File: src/rtl/addr_filt_pkg.sv
package addr_filt_pkg;

   localparam int CRC_W = 32;

   // mode register layout: bit 0 receive-all, bit 1 pass multicast, bit 2 hash filter
   typedef struct packed {
      logic hash_en;
      logic pass_mcast;
      logic promisc;
   } filt_mode_t;

   localparam int MODE_W = $bits(filt_mode_t);

   // one byte of a CRC shift register, data taken low bit first
   function automatic logic [CRC_W-1:0] crc_feed_byte(input logic [CRC_W-1:0] seed,
                                                      input logic [7:0]       data,
                                                      input logic [CRC_W-1:0] poly);
      logic [CRC_W-1:0] acc;
      logic             fb;
      acc = seed;
      for (int i = 0; i < 8; i++) begin
         fb  = acc[CRC_W-1] ^ data[i];
         acc = {acc[CRC_W-2:0], 1'b0} ^ (fb ? poly : '0);
      end
      return acc;
   endfunction

endpackage

File: src/rtl/addr_filt_regs.sv
module addr_filt_regs
   import addr_filt_pkg::*;
#(
   parameter int REG_W      = 32,
   parameter int ADDR_BYTES = 6,
   parameter int HASH_SIZE  = 64,
   parameter int SEL_W      = 3
) (
   input  logic                    clk,
   input  logic                    rst_n,
   input  logic                    cfg_we,
   input  logic [SEL_W-1:0]        cfg_sel,
   input  logic [REG_W-1:0]        cfg_wdata,
   output logic [8*ADDR_BYTES-1:0] station_o,
   output logic [HASH_SIZE-1:0]    hash_tbl_o,
   output filt_mode_t              mode_o
);

   localparam int STA_BITS   = 8 * ADDR_BYTES;
   localparam int STA_WORDS  = (STA_BITS + REG_W - 1) / REG_W;
   localparam int HASH_WORDS = HASH_SIZE / REG_W;
   localparam int MODE_SEL   = STA_WORDS;
   localparam int HASH_SEL0  = STA_WORDS + 1;

   // station address words, the last one may be narrower than a register
   for (genvar w = 0; w < STA_WORDS; w++) begin : g_sta
      localparam int LO  = w * REG_W;
      localparam int WID = (STA_BITS - LO < REG_W) ? (STA_BITS - LO) : REG_W;
      logic [WID-1:0] q;
      always_ff @(posedge clk) begin
         if (!rst_n)
            q <= '0;
         else if (cfg_we && cfg_sel == SEL_W'(w))
            q <= cfg_wdata[WID-1:0];
      end
      assign station_o[LO +: WID] = q;
   end

   // hash table words, word 0 holds the lowest indices
   for (genvar w = 0; w < HASH_WORDS; w++) begin : g_hash
      logic [REG_W-1:0] q;
      always_ff @(posedge clk) begin
         if (!rst_n)
            q <= '0;
         else if (cfg_we && cfg_sel == SEL_W'(HASH_SEL0 + w))
            q <= cfg_wdata;
      end
      assign hash_tbl_o[w*REG_W +: REG_W] = q;
   end

   filt_mode_t mode_q;
   always_ff @(posedge clk) begin
      if (!rst_n)
         mode_q <= '0;
      else if (cfg_we && cfg_sel == SEL_W'(MODE_SEL))
         mode_q <= filt_mode_t'(cfg_wdata[MODE_W-1:0]);
   end
   assign mode_o = mode_q;

endmodule

File: src/rtl/addr_filt_crc.sv
module addr_filt_crc
   import addr_filt_pkg::*;
#(
   parameter int             HASH_BITS = 6,
   parameter logic [CRC_W-1:0] POLY    = 32'h04C1_1DB7
) (
   input  logic                 clk,
   input  logic                 rst_n,
   input  logic                 take_i,
   input  logic                 first_i,
   input  logic [7:0]           byte_i,
   output logic [HASH_BITS-1:0] idx_o
);

   logic [CRC_W-1:0] crc_q;
   logic [CRC_W-1:0] seed;
   logic [CRC_W-1:0] crc_nxt;

   // a first byte restarts from all ones, whatever is held
   assign seed    = first_i ? '1 : crc_q;
   assign crc_nxt = crc_feed_byte(seed, byte_i, POLY);

   always_ff @(posedge clk) begin
      if (!rst_n)
         crc_q <= '1;
      else if (take_i)
         crc_q <= crc_nxt;
   end

   // index includes the byte presented this cycle
   assign idx_o = crc_nxt[CRC_W-1 -: HASH_BITS];

endmodule

File: src/rtl/addr_filt_capture.sv
module addr_filt_capture #(
   parameter int ADDR_BYTES  = 6,
   parameter bit EARLY_MATCH = 1'b1
) (
   input  logic                    clk,
   input  logic                    rst_n,
   input  logic                    in_valid,
   input  logic                    in_start,
   input  logic [7:0]              in_byte,
   input  logic [8*ADDR_BYTES-1:0] station_i,
   output logic                    take_o,
   output logic                    first_o,
   output logic                    last_o,
   output logic                    mcast_o,
   output logic                    bcast_o,
   output logic                    match_o
);

   localparam int CNT_W = (ADDR_BYTES > 1) ? $clog2(ADDR_BYTES) : 1;
   localparam logic [CNT_W-1:0] LAST_POS = CNT_W'(ADDR_BYTES - 1);

   logic             active_q;
   logic [CNT_W-1:0] cnt_q;
   logic [CNT_W-1:0] pos;
   logic             mc_q;
   logic             ones_q;
   logic             ones_run;

   assign pos     = in_start ? '0 : cnt_q;
   assign take_o  = in_valid && (in_start || active_q);
   assign first_o = in_start;
   assign last_o  = take_o && (pos == LAST_POS);

   always_ff @(posedge clk) begin
      if (!rst_n) begin
         active_q <= 1'b0;
         cnt_q    <= '0;
      end else if (take_o) begin
         active_q <= !last_o;
         cnt_q    <= last_o ? '0 : pos + 1'b1;
      end
   end

   // group bit is the low bit of the first byte on the wire
   always_ff @(posedge clk) begin
      if (!rst_n)
         mc_q <= 1'b0;
      else if (take_o && in_start)
         mc_q <= in_byte[0];
   end
   assign mcast_o = in_start ? in_byte[0] : mc_q;

   // running all-ones test for the broadcast address
   assign ones_run = (in_start ? 1'b1 : ones_q) && (&in_byte);
   always_ff @(posedge clk) begin
      if (!rst_n)
         ones_q <= 1'b0;
      else if (take_o)
         ones_q <= ones_run;
   end
   assign bcast_o = ones_run;

   if (EARLY_MATCH) begin : g_early
      // compare each byte as it arrives, keep one equality bit
      logic       eq_q;
      logic       eq_run;
      logic [7:0] sta_byte;
      assign sta_byte = station_i[8*pos +: 8];
      assign eq_run   = (in_start ? 1'b1 : eq_q) && (in_byte == sta_byte);
      always_ff @(posedge clk) begin
         if (!rst_n)
            eq_q <= 1'b0;
         else if (take_o)
            eq_q <= eq_run;
      end
      assign match_o = eq_run;
   end else begin : g_late
      // hold the leading bytes, compare the whole address at the end
      localparam int HOLD_W = 8 * (ADDR_BYTES - 1);
      logic [HOLD_W-1:0] hold_q;
      always_ff @(posedge clk) begin
         if (!rst_n)
            hold_q <= '0;
         else if (take_o && !last_o)
            hold_q <= {in_byte, hold_q[HOLD_W-1:8]};
      end
      assign match_o = ({in_byte, hold_q} == station_i);
   end

endmodule

File: src/rtl/addr_filter.sv
module addr_filter
   import addr_filt_pkg::*;
#(
   parameter int               ADDR_BYTES  = 6,
   parameter int               REG_W       = 32,
   parameter int               HASH_BITS   = 6,
   parameter logic [CRC_W-1:0] CRC_POLY    = 32'h04C1_1DB7,
   parameter bit               EARLY_MATCH = 1'b1,
   localparam int HASH_SIZE  = 1 << HASH_BITS,
   localparam int STA_WORDS  = (8 * ADDR_BYTES + REG_W - 1) / REG_W,
   localparam int NUM_REGS   = STA_WORDS + 1 + HASH_SIZE / REG_W,
   localparam int SEL_W      = (NUM_REGS > 1) ? $clog2(NUM_REGS) : 1
) (
   input  logic             clk,
   input  logic             rst_n,
   input  logic             cfg_we,
   input  logic [SEL_W-1:0] cfg_sel,
   input  logic [REG_W-1:0] cfg_wdata,
   input  logic             in_valid,
   input  logic             in_start,
   input  logic [7:0]       in_byte,
   output logic             res_valid,
   output logic             res_accept
);

   // elaboration-time parameter checks
   if (ADDR_BYTES < 2) begin : g_bad_bytes
      $error("addr_filter: ADDR_BYTES must be at least 2");
   end
   if (HASH_BITS < 1 || HASH_BITS > CRC_W) begin : g_bad_hash
      $error("addr_filter: HASH_BITS out of range");
   end
   if (HASH_SIZE % REG_W != 0) begin : g_bad_words
      $error("addr_filter: hash table must fill whole registers");
   end
   if (REG_W < MODE_W) begin : g_bad_regw
      $error("addr_filter: REG_W narrower than mode field");
   end

   logic [8*ADDR_BYTES-1:0] station;
   logic [HASH_SIZE-1:0]    hash_tbl;
   filt_mode_t              mode_q;

   addr_filt_regs #(
      .REG_W      (REG_W),
      .ADDR_BYTES (ADDR_BYTES),
      .HASH_SIZE  (HASH_SIZE),
      .SEL_W      (SEL_W)
   ) u_regs (
      .clk        (clk),
      .rst_n      (rst_n),
      .cfg_we     (cfg_we),
      .cfg_sel    (cfg_sel),
      .cfg_wdata  (cfg_wdata),
      .station_o  (station),
      .hash_tbl_o (hash_tbl),
      .mode_o     (mode_q)
   );

   logic cap_take;
   logic cap_first;
   logic last_byte;
   logic cap_mcast;
   logic cap_bcast;
   logic cap_match;

   addr_filt_capture #(
      .ADDR_BYTES  (ADDR_BYTES),
      .EARLY_MATCH (EARLY_MATCH)
   ) u_cap (
      .clk       (clk),
      .rst_n     (rst_n),
      .in_valid  (in_valid),
      .in_start  (in_start),
      .in_byte   (in_byte),
      .station_i (station),
      .take_o    (cap_take),
      .first_o   (cap_first),
      .last_o    (last_byte),
      .mcast_o   (cap_mcast),
      .bcast_o   (cap_bcast),
      .match_o   (cap_match)
   );

   logic [HASH_BITS-1:0] hash_idx;

   addr_filt_crc #(
      .HASH_BITS (HASH_BITS),
      .POLY      (CRC_POLY)
   ) u_crc (
      .clk     (clk),
      .rst_n   (rst_n),
      .take_i  (cap_take),
      .first_i (cap_first),
      .byte_i  (in_byte),
      .idx_o   (hash_idx)
   );

   logic promisc_on;
   logic pass_mc_on;
   logic hash_on;
   logic hash_hit;
   logic accept_now;

   assign promisc_on = mode_q.promisc;
   assign pass_mc_on = mode_q.pass_mcast;
   assign hash_on    = mode_q.hash_en;
   assign hash_hit   = hash_tbl[hash_idx];

   // priority: receive-all, broadcast, multicast rules, station compare
   always_comb begin
      if (promisc_on || cap_bcast)
         accept_now = 1'b1;
      else if (cap_mcast)
         accept_now = pass_mc_on || (hash_on && hash_hit);
      else
         accept_now = cap_match;
   end

   always_ff @(posedge clk) begin
      if (!rst_n) begin
         res_valid  <= 1'b0;
         res_accept <= 1'b0;
      end else begin
         res_valid  <= last_byte;
         res_accept <= last_byte && accept_now;
      end
   end

endmodule

File: config.mk
export PLATFORM = sky130hd
export DESIGN_NAME = addr_filter
export DESIGN_NICKNAME = d
export VERILOG_FILES = /design/src/rtl/addr_filt_pkg.sv /design/src/rtl/addr_filt_regs.sv /design/src/rtl/addr_filt_crc.sv /design/src/rtl/addr_filt_capture.sv /design/src/rtl/addr_filter.sv
export SDC_FILE = /design/constraint.sdc
export NUM_CORES = 1
export LEC_CHECK = 0
export BUFFER_PORTS_ARGS = -buffer_cell sky130_fd_sc_hd__buf_4
export CAP_MARGIN = 25
export CORE_ASPECT_RATIO = 0.5
export CORE_MARGIN = 5
export CORE_UTILIZATION = 44
export CTS_BUF_LIST = sky130_fd_sc_hd__clkbuf_4 sky130_fd_sc_hd__clkbuf_8 sky130_fd_sc_hd__clkbuf_16
export DETAILED_ROUTE_END_ITERATION = 7
export SYNTH_ARGS = -nofsm -noshare
export SYNTH_HDL_FRONTEND = slang
export SYNTH_SLANG_ARGS = --single-unit
File: constraint.sdc
create_clock -name clk -period 3.3 [get_ports clk]
set_input_delay 0.165 -clock clk [delete_from_list [all_inputs] [get_ports clk]]
set_output_delay 0.165 -clock clk [all_outputs]
set_load 0.1 [all_outputs]
==> impl_metrics.json <==
{
  "grt_max_degree": 84,
  "grt-ovfl-total": 0,
  "core.rowCount": 35,
  "reg2reg_from": "u_crc.crc_q[29]$_SDFFE_PN1P_",
  "arrival_ns": 3.21,
  "design.core.area_mm2": 0.0182,
  "holdCritStartpoint": "cfg_wdata[21]",
  "drive_gt1_frac": 0.126,
  "critPathKind": "reg2reg",
  "yosysWarnings": 0,
  "final.fill_count": 1741,
  "final_estimated_routing_congestion_in_global_placement": 0.844,
  "synth_largest_type_area_fraction": 0.387,
  "clock_skew_ns": 0.0104,
  "fin_worst_hold_slack_ns": 0.0177,
  "detailroute.via_count": 6551,
  "drc": 0,
  "dp_hpwl_um": 15200,
  "postSynthNetCount": 1023,
  "cts.reportedPaths.clkPinSlew_ns": 0.07,
  "die-area_mm2": 0.0213,
  "r2r-end": "res_accept$_SDFF_PN0_",
  "insertion_delay_ns": 0.43,
  "start_util": 0.443,
  "post_synthesis_sequential_area_ratio": 0.387,
  "drt-wirelength-per-cell_um": 17.5,
  "hold_viol_final": 0,
  "grt_antenna_before_repair": 0,
  "syn_inst": 973,
  "most_repeated_cell_in_the_gate_level_netlist_after_synthesis": "sky130_fd_sc_hd__nand2_1",
  "cell_at_the_root_of_the_clock_tree": "sky130_fd_sc_hd__clkbuf_16",
  "antenna-diode-count": 0,
  "num_cts_buffers": 17,
  "top_level_ports": 50,
  "peakVddDrop_uv": 490,
  "drt_wl_total_um": 21800,
  "worst_pin_slew_ns": 0.888,
  "chipHeight_um": 106,
  "post_synth_num_cell_types": 47,
  "cts.repair_timing.setup_buffer_count": 0,
  "cts_hold_repair.buffers": 3,
  "io_buffers": 49,
  "path_max_fanout": 7,
  "synth-seq-cells": 156,
  "timing.reg2reg.worst_path_depth": 10,
  "min_path_cells": 3,
  "cts-root-to-sink-buffers": 2,
  "global_route_wire_length_before_repair_um": 34900,
  "setup.worst_path.end_class": "flip-flop",
  "htree_levels": 4,
  "syn_to_final_growth_pct": 14.2,
  "final_worst_path_cycle_share": 0.880,
  "rsz0062_at_grt": "no",
  "run_status": "complete, no violations",
  "layout.nets": 1042,
  "worst_hold_path.endpoint": "u_regs.g_hash[0].q[21]$_SDFFE_PN0P_",
  "die_w_um": 202,
  "async_flop_share": 0,
  "power-per-cell-area_mw_per_mm2": 569,
  "track_usage": 0.205,
  "initialDrtViolationCount": 415,
  "maxCapViolations": 0,
  "antenna_left": 0,
  "synthesis.area_mm2": 0.00807,
  "cp-start-kind": "flip-flop",
  "drt-pass1-iter-count": 5,
  "tritoncts_clock_tree": "built",
  "synth_common_cells": "sky130_fd_sc_hd__nand2_1, sky130_fd_sc_hd__dfxtp_1, sky130_fd_sc_hd__a21boi_0, sky130_fd_sc_hd__xnor2_1, sky130_fd_sc_hd__clkbuf_1",
  "worst_slew_margin_rel": 0.406,
  "synthDominantAreaCellType": "sky130_fd_sc_hd__dfxtp_1",
  "min_tclk_post_route_ns": 2.90,
  "final.setup.tns_ns": 0,
  "max_freq_mhz": 344,
  "finalMaxSlewViolations": 0,
  "number_of_resized_instances_in_the_post_cts_repair_step": 0,
  "number_of_setup_violations_in_the_final_report": 0,
  "clock_sink_count": 156,
  "worst-r2r-setup-slack_ns": 0.40,
  "most_common_flop_cell_mapped_by_yosys": "sky130_fd_sc_hd__dfxtp_1",
  "cellLeakagePower_uw": 0.00342,
  "hold_class": "in2reg",
  "required_ns": 3.60,
  "synth_edf_count": 0,
  "routed_via_density": 5.27,
  "first_global_vias": 6177,
  "syn_avg_cell_area_um2": 8.30,
  "synth.area.top_cells": "sky130_fd_sc_hd__dfxtp_1, sky130_fd_sc_hd__nand2_1, sky130_fd_sc_hd__a21boi_0"
}
[layer usage]
layer / vias up / share of wire / global-route usage / wire (um)
met2: 149 / 0.45 / 0.312 / 9710
met3: 20 / 0.050 / 0.0375 / 1100
li1: 3263 / - / - / -
met4: 0 / 0.011 / 0.0443 / 237
met5: - / 0 / 0 / 0
met1: 3119 / 0.49 / 0.304 / 10700
[state kept, by name (all words and copies together) (netlist names)]
signal,cells
u_cap.g_early.eq_q,1
res_valid,1
u_crc.crc_q,32
u_regs.mode_o,3
u_cap.active_q,1
u_cap.cnt_q,3
u_regs.g_sta.q,48
u_cap.ones_q,1
u_regs.g_hash.q,64
u_cap.mc_q,1
res_accept,1
[where the power goes]
group | internal (uW) | switching (uW) | total [uW]
Combinational | 577 | 718 | 1300
Sequential | 1960 | 59.2 | 2020
Clock | 1090 | 835 | 1930
Total | 3640 | 1610 | 5250
[worst max-delay path by stage]
stage / to / depth (start not counted) / start
2_1_floorplan: res_accept$_SDFF_PN0_ / 11 / u_crc.crc_q[27]$_SDFFE_PN1P_
3_3_place_gp: res_accept$_SDFF_PN0_ / 10 / u_crc.crc_q[29]$_SDFFE_PN1P_
3_5_place_dp: res_accept$_SDFF_PN0_ / 10 / u_crc.crc_q[29]$_SDFFE_PN1P_
4_1_cts: res_accept$_SDFF_PN0_ / 10 / u_crc.crc_q[29]$_SDFFE_PN1P_
5_1_grt: res_accept$_SDFF_PN0_ / 10 / u_crc.crc_q[29]$_SDFFE_PN1P_
6_report: res_accept$_SDFF_PN0_ / 10 / u_crc.crc_q[29]$_SDFFE_PN1P_
[kinds of logic after synthesis]
kind of cell / count (synthesis) / synth area share
DFF: 156 / 0.387
xor gates and xnor gates: 106 / 0.125
and+or+nand+nor: 386 / 0.193
AOI/OAI and AO/OA: 184 / 0.166
muxes: 63 / 0.0809
buffers and inverters: 76 / 0.0449
adders and majority gates: 2 / 0.00310
[area by class of cell]
| class | instances | area (um^2) | share of cell area |
|---|---|---|---|
| Multi-Input combinational cell | 741 | 4610 | 0.500 |
| Tap cell | 240 | 300 | 0.0326 |
| Clock inverter | 11 | 110 | 0.0119 |
| Timing Repair Buffer | 74 | 611 | 0.0662 |
| Sequential cell | 156 | 3120 | 0.339 |
| Inverter | 2 | 7.51 | 0.000814 |
| Clock buffer | 20 | 460 | 0.0500 |
[worst max-delay path, cell delays in order, from the launching register on]
cell and delay, ns:
sky130_fd_sc_hd__dfxtp_1 0.57, sky130_fd_sc_hd__xnor2_1 0.16, sky130_fd_sc_hd__nor2_1 0.07, sky130_fd_sc_hd__xnor2_1 0.45
sky130_fd_sc_hd__xor2_1 0.47, sky130_fd_sc_hd__nand2_1 0.18, sky130_fd_sc_hd__o22ai_1 0.20, sky130_fd_sc_hd__nor3_1 0.07
sky130_fd_sc_hd__o41ai_1 0.34, sky130_fd_sc_hd__nand4b_1 0.19, sky130_fd_sc_hd__a31oi_1 0.09
[per-stage QoR]
stage / cells / setup WS (ns) / total power, uW / area, um^2 / util
2_1_floorplan: 973 / 0.678 / 3080 / 8070 / -
3_3_place_gp: 1208 / 0.460 / 3330 / 8580 / 0.471
3_5_place_dp: 1209 / 0.374 / 3350 / 8610 / 0.472
4_1_cts: 1243 / 0.372 / 5280 / 9210 / 0.505
5_1_grt: 1244 / 0.149 / 5480 / 9220 / 0.506
6_report: 1244 / 0.397 / 5250 / 9220 / 0.506
[layout by cell type, fill, tap and decap left out, types with 2 or more instances in the layout]
cell type | Yosys | layout
sky130_fd_sc_hd__a21oi_1 | 2 | 2
sky130_fd_sc_hd__mux2i_1 | 48 | 48
sky130_fd_sc_hd__buf_12 | 2 | 2
sky130_fd_sc_hd__o21ai_1 | 6 | 5
sky130_fd_sc_hd__xnor2_2 | 3 | 4
sky130_fd_sc_hd__mux2_2 | 14 | 14
sky130_fd_sc_hd__nand4_1 | 2 | 2
sky130_fd_sc_hd__ha_1 | 2 | 2
sky130_fd_sc_hd__nand4b_1 | 3 | 3
sky130_fd_sc_hd__clkbuf_16 | 0 | 17
sky130_fd_sc_hd__nand2b_1 | 4 | 4
sky130_fd_sc_hd__nor2b_1 | 8 | 8
sky130_fd_sc_hd__and3_1 | 2 | 2
sky130_fd_sc_hd__inv_6 | 0 | 3
sky130_fd_sc_hd__clkbuf_8 | 0 | 2
sky130_fd_sc_hd__nor2_1 | 48 | 48
sky130_fd_sc_hd__dlygate4sd3_1 | 0 | 4
sky130_fd_sc_hd__nand2_1 | 290 | 290
sky130_fd_sc_hd__dfxtp_1 | 156 | 156
sky130_fd_sc_hd__o22ai_1 | 10 | 10
sky130_fd_sc_hd__xor2_1 | 28 | 28
sky130_fd_sc_hd__and2_1 | 3 | 3
sky130_fd_sc_hd__nor4_1 | 2 | 2
sky130_fd_sc_hd__a22oi_1 | 5 | 5
sky130_fd_sc_hd__xnor2_1 | 72 | 71
sky130_fd_sc_hd__clkinv_4 | 0 | 2
sky130_fd_sc_hd__o21ai_0 | 6 | 6
sky130_fd_sc_hd__clkinvlp_4 | 0 | 2
sky130_fd_sc_hd__o211ai_1 | 30 | 30
sky130_fd_sc_hd__nand3_1 | 18 | 18
sky130_fd_sc_hd__a22o_1 | 2 | 2
sky130_fd_sc_hd__nor3_1 | 3 | 3
sky130_fd_sc_hd__xnor2_4 | 2 | 2
sky130_fd_sc_hd__buf_4 | 4 | 67
sky130_fd_sc_hd__clkinv_2 | 0 | 2
sky130_fd_sc_hd__a21boi_0 | 116 | 116
Note: power is estimated with default switching activity, not from simulation.
